--- src/rtl/pacc_pkg.sv ---
package pacc_pkg;
    typedef enum logic [1:0] {
        ST_OFF,
        ST_EVENT,
        ST_GATE_SHUT,
        ST_GATE_OPEN
    } pacc_state_e;

    localparam logic ADDR_COUNT = 1'b0;
    localparam logic ADDR_FLAGS = 1'b1;
    localparam int   FLAG_W     = 2;
    localparam int   FLG_EDGE   = 0;
    localparam int   FLG_OVF    = 1;
endpackage

--- src/rtl/pacc_sync.sv ---
module pacc_sync #(
    parameter int STAGES = 2
) (
    input  logic clk,
    input  logic rst_n,
    input  logic pin_in,
    output logic level_o,
    output logic prev_o
);
    logic [STAGES-1:0] chain_q;
    logic              prev_q;

    generate
        for (genvar i = 0; i < STAGES; i++) begin : g_stage
            if (i == 0) begin : g_first
                always_ff @(posedge clk or negedge rst_n) begin
                    if (!rst_n) chain_q[0] <= 1'b0;
                    else        chain_q[0] <= pin_in;
                end
            end else begin : g_next
                always_ff @(posedge clk or negedge rst_n) begin
                    if (!rst_n) chain_q[i] <= 1'b0;
                    else        chain_q[i] <= chain_q[i-1];
                end
            end
        end
    endgenerate

    always_ff @(posedge clk or negedge rst_n) begin
        if (!rst_n) prev_q <= 1'b0;
        else        prev_q <= chain_q[STAGES-1];
    end

    assign level_o = chain_q[STAGES-1];
    assign prev_o  = prev_q;
endmodule

--- src/rtl/pacc_fsm.sv ---
module pacc_fsm
    import pacc_pkg::*;
(
    input  logic        clk,
    input  logic        rst_n,
    input  logic        acc_en,
    input  logic        gated_mode,
    input  logic        gate_act,
    output pacc_state_e state_o,
    output logic        event_en_o,
    output logic        tick_en_o,
    output logic        trail_o
);
    pacc_state_e state_q, state_d;

    always_comb begin
        if (!acc_en)         state_d = ST_OFF;
        else if (!gated_mode) state_d = ST_EVENT;
        else if (gate_act)   state_d = ST_GATE_OPEN;
        else                 state_d = ST_GATE_SHUT;
    end

    always_ff @(posedge clk or negedge rst_n) begin
        if (!rst_n) state_q <= ST_OFF;
        else        state_q <= state_d;
    end

    always_comb begin
        event_en_o = 1'b0;
        tick_en_o  = 1'b0;
        trail_o    = 1'b0;
        unique case (state_q)
            ST_OFF:       ;
            ST_EVENT:     event_en_o = 1'b1;
            ST_GATE_SHUT: ;
            ST_GATE_OPEN: begin
                tick_en_o = 1'b1;
                trail_o   = (state_d == ST_GATE_SHUT);
            end
            default:      ;
        endcase
    end

    assign state_o = state_q;
endmodule

--- src/rtl/pacc_counter.sv ---
module pacc_counter #(
    parameter int CNT_W = 16
) (
    input  logic             clk,
    input  logic             rst_n,
    input  logic             load,
    input  logic [CNT_W-1:0] load_val,
    input  logic             inc,
    output logic [CNT_W-1:0] cnt_o,
    output logic             wrap_o
);
    localparam logic [CNT_W-1:0] CNT_MAX = {CNT_W{1'b1}};
    logic [CNT_W-1:0] cnt_q;

    always_ff @(posedge clk or negedge rst_n) begin
        if (!rst_n)    cnt_q <= '0;
        else if (load) cnt_q <= load_val;
        else if (inc)  cnt_q <= cnt_q + 1'b1;
    end

    assign wrap_o = inc && !load && (cnt_q == CNT_MAX);
    assign cnt_o  = cnt_q;
endmodule

--- src/rtl/pacc_flags.sv ---
module pacc_flags
    import pacc_pkg::*;
(
    input  logic              clk,
    input  logic              rst_n,
    input  logic [FLAG_W-1:0] set_i,
    input  logic [FLAG_W-1:0] clr_i,
    output logic [FLAG_W-1:0] flags_o
);
    logic [FLAG_W-1:0] flags_q;

    always_ff @(posedge clk or negedge rst_n) begin
        if (!rst_n) flags_q <= '0;
        else        flags_q <= (flags_q & ~clr_i) | set_i;
    end

    assign flags_o = flags_q;
endmodule

--- src/rtl/pacc_top.sv ---
module pacc_top
    import pacc_pkg::*;
#(
    parameter int CNT_W       = 16,
    parameter int SYNC_STAGES = 2
) (
    input  logic             clk,
    input  logic             rst_n,
    input  logic             acc_en,
    input  logic             gated_mode,
    input  logic             edge_sel,
    input  logic             fast_clr,
    input  logic             presc_tick,
    input  logic             pin_in,
    input  logic             bus_sel,
    input  logic             bus_wr,
    input  logic             bus_addr,
    input  logic [CNT_W-1:0] bus_wdata,
    output logic [CNT_W-1:0] bus_rdata,
    input  logic             ovf_ie,
    input  logic             edge_ie,
    output logic             ovf_irq,
    output logic             edge_irq
);
    logic              lvl_now, lvl_prev;
    logic              act_now, act_prev;
    logic              edge_evt;
    pacc_state_e       st_q;
    logic              event_en, tick_en, trail;
    logic              cnt_acc, cnt_wr, flg_wr;
    logic              inc, wrap;
    logic [CNT_W-1:0]  cnt_q;
    logic [FLAG_W-1:0] set_v, clr_v, flags_q;

    pacc_sync #(.STAGES(SYNC_STAGES)) sync_i (
        .clk     (clk),
        .rst_n   (rst_n),
        .pin_in  (pin_in),
        .level_o (lvl_now),
        .prev_o  (lvl_prev)
    );

    assign act_now  = lvl_now ^ edge_sel;
    assign act_prev = lvl_prev ^ edge_sel;
    assign edge_evt = act_now && !act_prev;

    pacc_fsm fsm_i (
        .clk        (clk),
        .rst_n      (rst_n),
        .acc_en     (acc_en),
        .gated_mode (gated_mode),
        .gate_act   (act_now),
        .state_o    (st_q),
        .event_en_o (event_en),
        .tick_en_o  (tick_en),
        .trail_o    (trail)
    );

    assign cnt_acc = bus_sel && (bus_addr == ADDR_COUNT);
    assign cnt_wr  = cnt_acc && bus_wr;
    assign flg_wr  = bus_sel && bus_wr && (bus_addr == ADDR_FLAGS);
    assign inc     = (event_en && edge_evt) || (tick_en && presc_tick);

    pacc_counter #(.CNT_W(CNT_W)) cnt_i (
        .clk      (clk),
        .rst_n    (rst_n),
        .load     (cnt_wr),
        .load_val (bus_wdata),
        .inc      (inc),
        .cnt_o    (cnt_q),
        .wrap_o   (wrap)
    );

    always_comb begin
        set_v           = '0;
        set_v[FLG_OVF]  = wrap;
        set_v[FLG_EDGE] = (event_en && edge_evt) || trail;
        clr_v           = ({FLAG_W{flg_wr}} & bus_wdata[FLAG_W-1:0])
                        | {FLAG_W{cnt_acc && fast_clr}};
    end

    pacc_flags flags_i (
        .clk     (clk),
        .rst_n   (rst_n),
        .set_i   (set_v),
        .clr_i   (clr_v),
        .flags_o (flags_q)
    );

    always_comb begin
        if (bus_addr == ADDR_COUNT) bus_rdata = cnt_q;
        else bus_rdata = {{(CNT_W-FLAG_W){1'b0}}, flags_q};
    end

    assign ovf_irq  = flags_q[FLG_OVF] && ovf_ie;
    assign edge_irq = flags_q[FLG_EDGE] && edge_ie;
endmodule

--- config.mk ---
export PLATFORM = sky130hd
export DESIGN_NAME = pacc_top
export DESIGN_NICKNAME = d
export VERILOG_FILES = /design/src/rtl/pacc_pkg.sv /design/src/rtl/pacc_sync.sv /design/src/rtl/pacc_fsm.sv /design/src/rtl/pacc_counter.sv /design/src/rtl/pacc_flags.sv /design/src/rtl/pacc_top.sv
export SDC_FILE = /design/constraint.sdc
export NUM_CORES = 1
export LEC_CHECK = 0
export BUFFER_PORTS_ARGS = -buffer_cell sky130_fd_sc_hd__buf_2
export CAP_MARGIN = 20
export CORE_ASPECT_RATIO = 1.2
export CORE_UTILIZATION = 40
export CTS_CLUSTER_DIAMETER = 200
export DETAILED_ROUTE_END_ITERATION = 6
export PLACE_DENSITY = 0.69
export REMOVE_ABC_BUFFERS = 1
export SYNTH_ARGS = -nofsm -noshare
export SYNTH_HDL_FRONTEND = slang
export SYNTH_SLANG_ARGS = --single-unit
--- constraint.sdc ---
create_clock -name clk -period 1.4 [get_ports clk]
set_input_delay 0.14 -clock clk [delete_from_list [all_inputs] [get_ports clk]]
set_output_delay 0.14 -clock clk [all_outputs]
set_load 0.1 [all_outputs]
After elaboration in Yosys (flattened, before gate mapping):

Index checks and enable logic that the tools add are counted.

* output and inout port bits: 18
* register bits after elaboration: 23

* bitwise operators: 8
* add/subtract/negate cells: 1
* muxes and demuxes: 9
* equal/unequal tests: 4
* reduce and logical (&&, ||, !) cells: 17

Operators by type and width (number)
* 16-bit 2-to-1 mux: 3
* 16-bit by 1-bit adder with 16-bit output, second input constant: 1
* 16-bit equality test, second input constant: 1
* 1-bit logical AND: 12
* 2-bit bitwise AND: 2
* 2-bit equality test, second input constant: 2
* 1-bit 2-to-1 mux: 4
* 2-bit 2-to-1 mux: 2
* 2-bit bitwise OR: 2
* 2-bit by 1-bit equality test with 1-bit output, second input constant: 1
* 1-bit zero test: 2
* 1-bit logical OR: 2
* 2-bit NOT: 1
* 2-bit nonzero test: 1
* 1-bit bitwise XOR: 2
* 1-bit NOT: 1

Depth between registers and ports, before layout:

Gate-level depths: netlist (run 1).

* depth after elaboration: 8
* gate-level depth with buffers: 6
* mapped depth without buffers: 5

By module:

Synthesis (run 1) repeated with hierarchy kept, for this count alone.

* cells, all modules: 145
* area, all modules: 1362.6 um2

By module, submodules not included
* pacc_counter: cells each 95, area an instance 882.1 um2, instances 1
* pacc_top: cells each 33, area an instance 241.5 um2, instances 1
* pacc_fsm: cells each 8, area an instance 91.3 um2, instances 1
* pacc_sync: cells each 3, area an instance 75.1 um2, instances 1
* pacc_flags: cells each 6, area an instance 72.6 um2, instances 1

Least setup slack after synthesis (run 1):

No wires, ideal clock.

* path type: input-to-output
* start: input port bus_addr
* end: output port bus_rdata[10]
* path slack: -0.623 ns
* arrival: 1.883 ns
* cell stages on the path: 3
* required time: 1.260 ns
* cells stage by stage: clkbuf_1 > buf_1 > nor2b_1

* longest elaborated chain between the ends: 1

Ends and longest elaborated chain
* start: declaration: line pacc_top.sv:17 `input logic bus_addr,`
* 16-bit 2-to-1 mux: line pacc_top.sv:91 `if (bus_addr == ADDR_COUNT) bus_rdata = cnt_q;`
* end: declaration: line pacc_top.sv:19 `output logic [CNT_W-1:0] bus_rdata,`

No other way between the ends.

Worst setup path in the final report (run 1):

* start: register sync_i.prev_q (netlist: sync_i.prev_o)
* end: register cnt_i.cnt_q[7] (netlist: cnt_i.cnt_o[7])

* longest elaborated chain between the ends: 6

Ends and longest elaborated chain
* start: declaration: line pacc_sync.sv:11 `logic prev_q;`
* start signal: assignment: line pacc_sync.sv:31 `else prev_q <= chain_q[STAGES-1];`
* 1-bit bitwise XOR: line pacc_top.sv:44 `assign act_prev = lvl_prev ^ edge_sel;`
* 1-bit zero test: line pacc_top.sv:45 `assign edge_evt = act_now && !act_prev;`
* 1-bit logical AND: line pacc_top.sv:45
* 1-bit logical AND: line pacc_top.sv:62 `assign inc = (event_en && edge_evt) || (tick_en && presc_tick);`
* 1-bit logical OR: line pacc_top.sv:62
* 2-bit nonzero test (no line)
* end signal: assignment: line pacc_counter.sv:17 `else if (load) cnt_q <= load_val;`
* end signal: assignment: line pacc_counter.sv:18 `else if (inc) cnt_q <= cnt_q + 1'b1;`
* end: declaration: line pacc_counter.sv:13 `logic [CNT_W-1:0] cnt_q;`

No other way between the ends.
A chain may end at the register's enable or synchronous reset.

==> results of run 1 <==
[metrics by stage]
step / util [%] / power (mW)
after detailed placement: 61.4 / 2.89
final: 69.6 / 3.52
after floorplan: - / 2.13
after CTS: 66.1 / 3.32
after global placement: 61.4 / 2.85
after global routing: 69.6 / 3.67
[report_power, final]
part	leakage, nW	switching [mW]	internal, mW
Clock	0.0177	0.214	0.107
Sequential	0.262	0.137	0.816
Combinational	0.717	1.31	0.932
[flip-flops by register name (all words and copies together) (netlist names)]
name             cells
cnt_i.cnt_o         16
flags_i.flags_o      2
fsm_i.state_o        2
sync_i.chain_q       1
sync_i.level_o       1
sync_i.prev_o        1
[placed cells by master (no fill, tap or decap), types with 2 or more instances in the layout]
cell type,count
a21oi_1,16
and2_1,3
nand4_1,13
buf_6,4
buf_4,18
buf_12,16
nor2b_1,4
nand3_2,2
o21ai_0,2
nand2_1,5
dfrtp_1,23
dlygate4sd3_1,3
clkbuf_4,4
xor2_1,11
mux2_4,2
nor3_2,2
buf_2,28
inv_1,3
nand3_1,3
and3_1,4
nor2_1,19
xnor2_1,5
nor2b_4,7
[area by class of cell]
type                    instances  area share (%)
clock buffers                   3            1.03
well taps                      36            2.06
multi-input cells             116            38.7
repair buffers                 70            31.1
inverters                       3           0.516
flip-flops and latches         23            26.4
clock inverters                 1           0.229
[worst register-to-register path, stage by stage (launching register included)]
cell and delay, ps:
dfrtp_1 410, and3b_1 200, or3_4 440, nand4_1 140, xor2_1 160, a21oi_1 90
[routing by layer]
layer | part of all wire [%] | routed length [um]
met1 | 38 | 1450
met2 | 55 | 2110
met3 | 4.3 | 164
met4 | 2.5 | 97
met5 | 0 | 0
[final timing paths]
check	start	endpoint	cells after the start	slack (ps)
setup / recovery	sync_i.prev_o	cnt_i.cnt_o[7]	5	-140
hold / removal	bus_wdata[9]	cnt_i.cnt_o[9]	3	50
setup reg to reg	sync_i.prev_o	cnt_i.cnt_o[7]	5	-140
hold reg to reg	sync_i.chain_q[0]	sync_i.level_o	0	390
max in group asynchronous	rst_n	flags_i.flags_o[1]	2	730
min in group asynchronous	rst_n	cnt_i.cnt_o[8]	2	300
[cell families after synthesis]
| kind of cell | share of synthesized area [%] |
|---|---|
| buffers and inverters | 4.61 |
| multiplexers | 2.40 |
| flip-flops | 42.4 |
| adder cells (fa/ha/maj) | 0.922 |
| AO/OA/AOI/OAI | 9.13 |
| AND/OR/NAND/NOR | 30.2 |
| XOR/XNOR | 10.3 |
[timing repair]
| action | in CTS | in global routing |
|---|---|---|
| setup buffers | 1 | 5 |
| gates resized for setup | 22 | 18 |
| cloned | 0 | 0 |
| hold buffers | 3 | 0 |
| pin swaps | 9 | 6 |
| endpoints found under the setup margin | 27 | 29 |
| endpoints found under the hold margin | 25 | 0 |
==> key figures, run 1 <==
Run status
  • Status: finished with violations
  • Failing checks: negative setup slack

Setup path
  • Crit-path slowest cell: or3_4
  • Worst path max stage delay: 440 ps
  • Worst Path Required: 1620 ps
  • Critical Path AT: 1760 ps
  • CP Class: register to register
  • Crit end category: register
  • Crit path max fanout: 8
  • CP Launch Type: register
  • Worst path cell trace: and3b_1, or3_4, nand4_1, xor2_1, a21oi_1
  • Delay-heaviest family, CP: simple AND/OR/NAND/NOR gates
  • Crit path buffers/inverters: 0

Place
  • Placement Cell Area: 1930 um2
  • Cell count after placement: 240
  • Detailed Place HPWL: 2630 um
  • Place WS: -163 ps
  • Placer congestion estimate: 0.849
  • Input/output buffers: 46

GRT
  • Busiest grt layer: met2
  • Initial antenna violation count: 0
  • GR Util met1: 26.9%
  • GR Util met2: 41.6%
  • GRT Total Usage: 23.7%
  • Global-route wire length before repair: 6170 um
  • Largest net degree at the start of global routing: 24
  • Vias in the first global route: 1,398
  • Total global routing overflow: 0
  • Routing usage on met3: roughly 3.4%

Synthesis
  • Mapped Cells: 151
  • Yosys reg bits: 23
  • Async set-reset flop share out of synthesis: 100%
  • EDFF count, synth: 0
  • Seq/Total Area, Yosys: 42.4%
  • Yosys synthesis warning count: 0
  • Most common cell in the synthesized netlist: dfrtp_1
  • Ys flop type: dfrtp_1
  • Mapped Area: between 1000 and 1500 um2
  • Syn_area_per_cell: 8.98 um2
  • Area leader, netlist: dfrtp_1
  • Post-synth top cells: dfrtp_1, nor2_1, a21oi_1
  • Share of the synthesized area in the top cell type: 42.4%
  • Area contributors post-synth: dfrtp_1, xor2_1, nand4_1, a21oi_1, nor2_1
  • Synth unique cells: 32

Power
  • Maximum VDD drop: 1.34 mV
  • PD cells: between 1500 and 2000 nW/um2
  • Leak Pwr: 0.997 nW

Clocking
  • TritonCTS Buffers: 3
  • CTS tree: built
  • Clk root buf: clkbuf_4
  • Worst-Skew Late Latency: ~320 ps
  • Clock Path Buffers: 2
  • CTS sink cnt: 23
  • CTS H-Tree Depth: 1
  • Clk pin slew, worst setup/hold paths: 140 ps

Timing
  • Fin crit period: ~1500 ps
  • Setup TNS: -1150 ps
  • Post-route clock skew: 10.2 ps
  • Max Freq: 648 MHz
  • Tcrit/Tclk final: 110%
  • Setup Viol. Count Final: 16
  • Worst relative slew slack: 64.3%
  • Worst Setup Slack, final: -144 ps
  • Final Hold Fails: 0
  • Worst Tran Pin Value: 535 ps
  • RSZ-0062 raised after global routing: yes
  • Worst hold slack: 53.6 ps
  • Max-slew violations: 0

Layout
  • Fin area: 2180 um2
  • Diode count: 0
  • Post-layout nets: roughly 250
  • Multi-input gate area: 846 um2
  • Final non-filler cell total: between 200 and 300
  • Area grow syn2layout: 61.0%
  • Share of post-route cells with drive strength above 1: around 44%
  • Fill cells: 245
  • Register area: 576 um2

Drt
  • Via Count: 1,372
  • Vias per cell: 5.44
  • DRC: 0
  • Drt total wl: 3820 um
  • Routed Antenna Nets: 0
  • DR iter-0 viols: 40
  • WL/cell: 15.2 um
  • First-pass DRT Iterations: 4

Floorplanning
  • Height of the die: 65.8 um
  • Row Count: 22
  • Die Wd: 55.2 um
  • Die Footprint: 3630 um2
  • Core Footprint: 3140 um2
  • Io pins: 47
  • Initial core utilization: 43.2%

Worst hold path
  • Tightest Hold Check Type: primary input to register

Job
  • MaxCap Viol Count: 0
No activity file was read; power rests on OpenSTA's default activity.
==> run 2: changes to the inputs <==
--- a/config.mk
+++ b/config.mk
@@ -15,4 +15,5 @@
 export REMOVE_ABC_BUFFERS = 1
 export SYNTH_ARGS = -nofsm -noshare
 export SYNTH_HDL_FRONTEND = slang
+export SYNTH_HIERARCHICAL = 1
 export SYNTH_SLANG_ARGS = --single-unit
==> run 2 against run 1 <==
  * The run still ends with negative setup slack left
  * Clock-buffer cell count stayed put
  * Worst hold slack worse by 21 ps
  * First-iteration DRC count is 2.5% lower
  * Power is 18% lower
  * Sequential share of layout area is 2.0 points lower
  * Sequential power is 5.0% lower
  * Area after synthesis is 0.46% higher
  * Sequential cell count stayed put
  * Final cell count is 4.0% higher
  * Critical endpoint is now cnt_i/cnt_o[11]
==> key figures, run 2 <==
Layout
  • Core Util, Final: 74.6%
  • Fin area: 2360 um2
  • Max reg flops: 16
  • Share of post-route cells with drive strength above 1: 51.8%
  • Commonest non-fill, non-tap cell in the layout: buf_2
  • Most frequent cells in the layout: buf_2, buf_4, dfrtp_1
  • Post-layout nets: 257
  • Diode count: 0
  • Area grow syn2layout: 73.4%

Synthesis
  • Seq/Total Area, Yosys: 42.2%
  • Ys flop type: dfrtp_1
  • EDFF count, synth: 0
  • Synth unique cells: 34
  • Area contributors post-synth: dfrtp_1, nand2_1, nor2b_1, xnor2_1, xor2_1
  • Area leader, netlist: dfrtp_1
  • Syn_area_per_cell: 9.40 um2
  • Yosys reg bits: 23
  • Mapped Cells: between 100 and 150
  • Async set-reset flop share out of synthesis: 100%
  • Mapped Area: 1360 um2
  • Most common cell in the synthesized netlist: dfrtp_1
  • Yosys synthesis warning count: 6
  • Share of the synthesized area in the top cell type: 42.2%
  • Post-synth top cells: dfrtp_1, nand2_1, o21ai_0

GRT
  • Initial antenna violation count: 0
  • Vias in the first global route: roughly 1,400
  • GR Util met2: 42.0%
  • Global-route wire length before repair: 6380 um
  • GR Util met1: 25.4%
  • Largest net degree at the start of global routing: 24
  • GRT Total Usage: 22.1%
  • Routing usage on met3: 3.33%
  • Total global routing overflow: 0
  • Busiest grt layer: met2

Timing
  • Worst Setup Slack, final: -374 ps
  • Max-slew violations: 0
  • RSZ-0062 raised after global routing: yes
  • Fin crit period: 1770 ps
  • Setup TNS: -4860 ps
  • Final Hold Fails: 0
  • Max Freq: 564 MHz
  • Post-route clock skew: 5.92 ps
  • Worst relative slew slack: 64.0%
  • Worst Tran Pin Value: 539 ps
  • Tcrit/Tclk final: 127%
  • Setup Viol. Count Final: 20
  • Worst hold slack: 32.3 ps

Clocking
  • CTS H-Tree Depth: 1
  • TritonCTS Buffers: 3
  • Clock Path Buffers: 2
  • Worst-Skew Late Latency: 320 ps
  • CTS sink cnt: 23
  • Clk pin slew, worst setup/hold paths: 140 ps
  • CTS tree: built
  • Clk root buf: clkbuf_4

Power
  • Part of the power in combinational logic: 57.1%
  • Leak Pwr: ~1.1 nW
  • Switching Share: about 44%
  • Part of the power in registers: around a third
  • Maximum VDD drop: 0.922 mV
  • Sw power: between 1 and 1.5 mW
  • Power share of the clock group: 11.4%
  • Total power draw: 2.87 mW
  • Int Pwr: between 1.5 and 2 mW
  • PD cells: 1220 nW/um2

Worst hold path
  • Hold path cells: 3
  • Hold Path Origin: bus_wdata[8]
  • Tightest Hold Check Type: primary input to register
  • Hold Path Sink: cnt_i/cnt_o[8]

Setup path
  • R2R setup slack: -370 ps
  • CP Launch Type: register
  • CP Class: register to register
  • Delay-heaviest family, CP: simple AND/OR/NAND/NOR gates
  • RR Endpoint: cnt_i/cnt_o[11]
  • Worst path max stage delay: roughly 400 ps
  • Crit path max fanout: 5
  • Reg2Reg Depth: 8
  • Worst reg2reg startpoint: fsm_i/state_o[1]
  • Crit-path slowest cell: dfrtp_1
  • Worst setup startpoint: fsm_i/state_o[1]
  • Crit path buffers/inverters: 1
  • Worst Path Required: 1610 ps
  • Crit end category: register
  • Critical Path AT: between 1500 and 2000 ps
  • Worst path cell trace: nor2b_2, nand4bb_1, nand3_2, nand4_1, buf_6, nor4_4, xor2_1, mux2_2

Drt
  • Via Count: 1,399
  • DRC: 0
  • Routed Antenna Nets: 0
  • Vias per cell: 5.34
  • Drt total wl: between 4000 and 5000 um
  • WL/cell: approximately 16 um
  • DR iter-0 viols: 39
  • First-pass DRT Iterations: 4

Place
  • Detailed Place HPWL: about 2700 um
  • Input/output buffers: 46
  • Placer congestion estimate: around 0.93
  • Placement Cell Area: 2020 um2

Floorplanning
  • Row Count: 22
  • Die Wd: 55.3 um
  • Core Footprint: 3170 um2
  • Die Footprint: 3640 um2
  • Io pins: 47
  • Height of the die: 65.9 um
  • Initial core utilization: 43.0%

Run status
  • Failing checks: negative setup slack
  • Status: finished with violations

Job
  • MaxCap Viol Count: 0
-- run 2: area by class of cell --
cell class                      count  area (um2)
Multi-Input combinational cell    111         901
Fill cell                         218         803
Timing Repair Buffer               83         795
Sequential cell                    23         576
Tap cell                           36        45.0
Clock buffer                        3        22.5
Inverter                            5        18.8
Clock inverter                      1        5.00
-- run 2: power groups by stage --
stage                     Clock [mW]  Sequential [mW]  Combinational, mW
final                          0.327            0.905               1.64
after global routing           0.360            0.915               1.71
after CTS                      0.330            0.888               1.53
after detailed placement           0            0.895               1.42
after global placement             0            0.885               1.39
after floorplan                    0            0.920              0.784
-- run 2: repair_timing --
action,CTS,global route
resized for setup,45,16
hold buffers,2,1
setup endpoints to repair,24,32
hold endpoints to repair,24,1
buffers inserted,6,9
pin swaps,18,16
-- run 2: metrics by stage --
| stage | setup WS [ps] | cells |
|---|---|---|
| 6_report | -374 | 262 |
| 5_1_grt | -468 | 262 |
| 4_1_cts | -330 | 255 |
| 3_5_place_dp | -509 | 244 |
| 3_3_place_gp | -385 | 244 |
| 2_1_floorplan | -565 | 139 |
-- run 2: logic make-up after synthesis --
logic type               Yosys count  share of synthesized area [%]
AND/OR/NAND/NOR                   70                           30.3
flip-flops                        23                           42.2
AO/OA/AOI/OAI                     19                           7.90
XOR/XNOR                          16                           10.3
buffers and inverters             11                           3.76
multiplexers                       5                           4.59
adder cells (fa/ha/maj)            1                          0.918
-- run 2: how the worst max path moves through the flow --
stage,endpoint,slack (ps),cells after the start
2_1_floorplan,bus_rdata[3],-570,1
3_3_place_gp,cnt_i/cnt_o[13],-380,7
3_5_place_dp,cnt_i/cnt_o[13],-510,7
4_1_cts,cnt_i/cnt_o[14],-330,7
5_1_grt,cnt_i/cnt_o[11],-470,8
6_report,cnt_i/cnt_o[11],-370,8
-- run 2: worst reg2reg max path, cell delays in order (launching register included) --
cell and delay (ps):
dfrtp_1 410, nor2b_2 150, nand4bb_1 160, nand3_2 120, nand4_1 120, buf_6 170
nor4_4 170, xor2_1 100, mux2_2 270
-- run 2: layer usage --
| metal | share of wire (%) | up-vias |
|---|---|---|
| met4 | 0.94 | 0 |
| met3 | 5.4 | 6 |
| met2 | 54 | 47 |
| met1 | 40 | 693 |
| li1 | - | 653 |
| met5 | 0 | - |
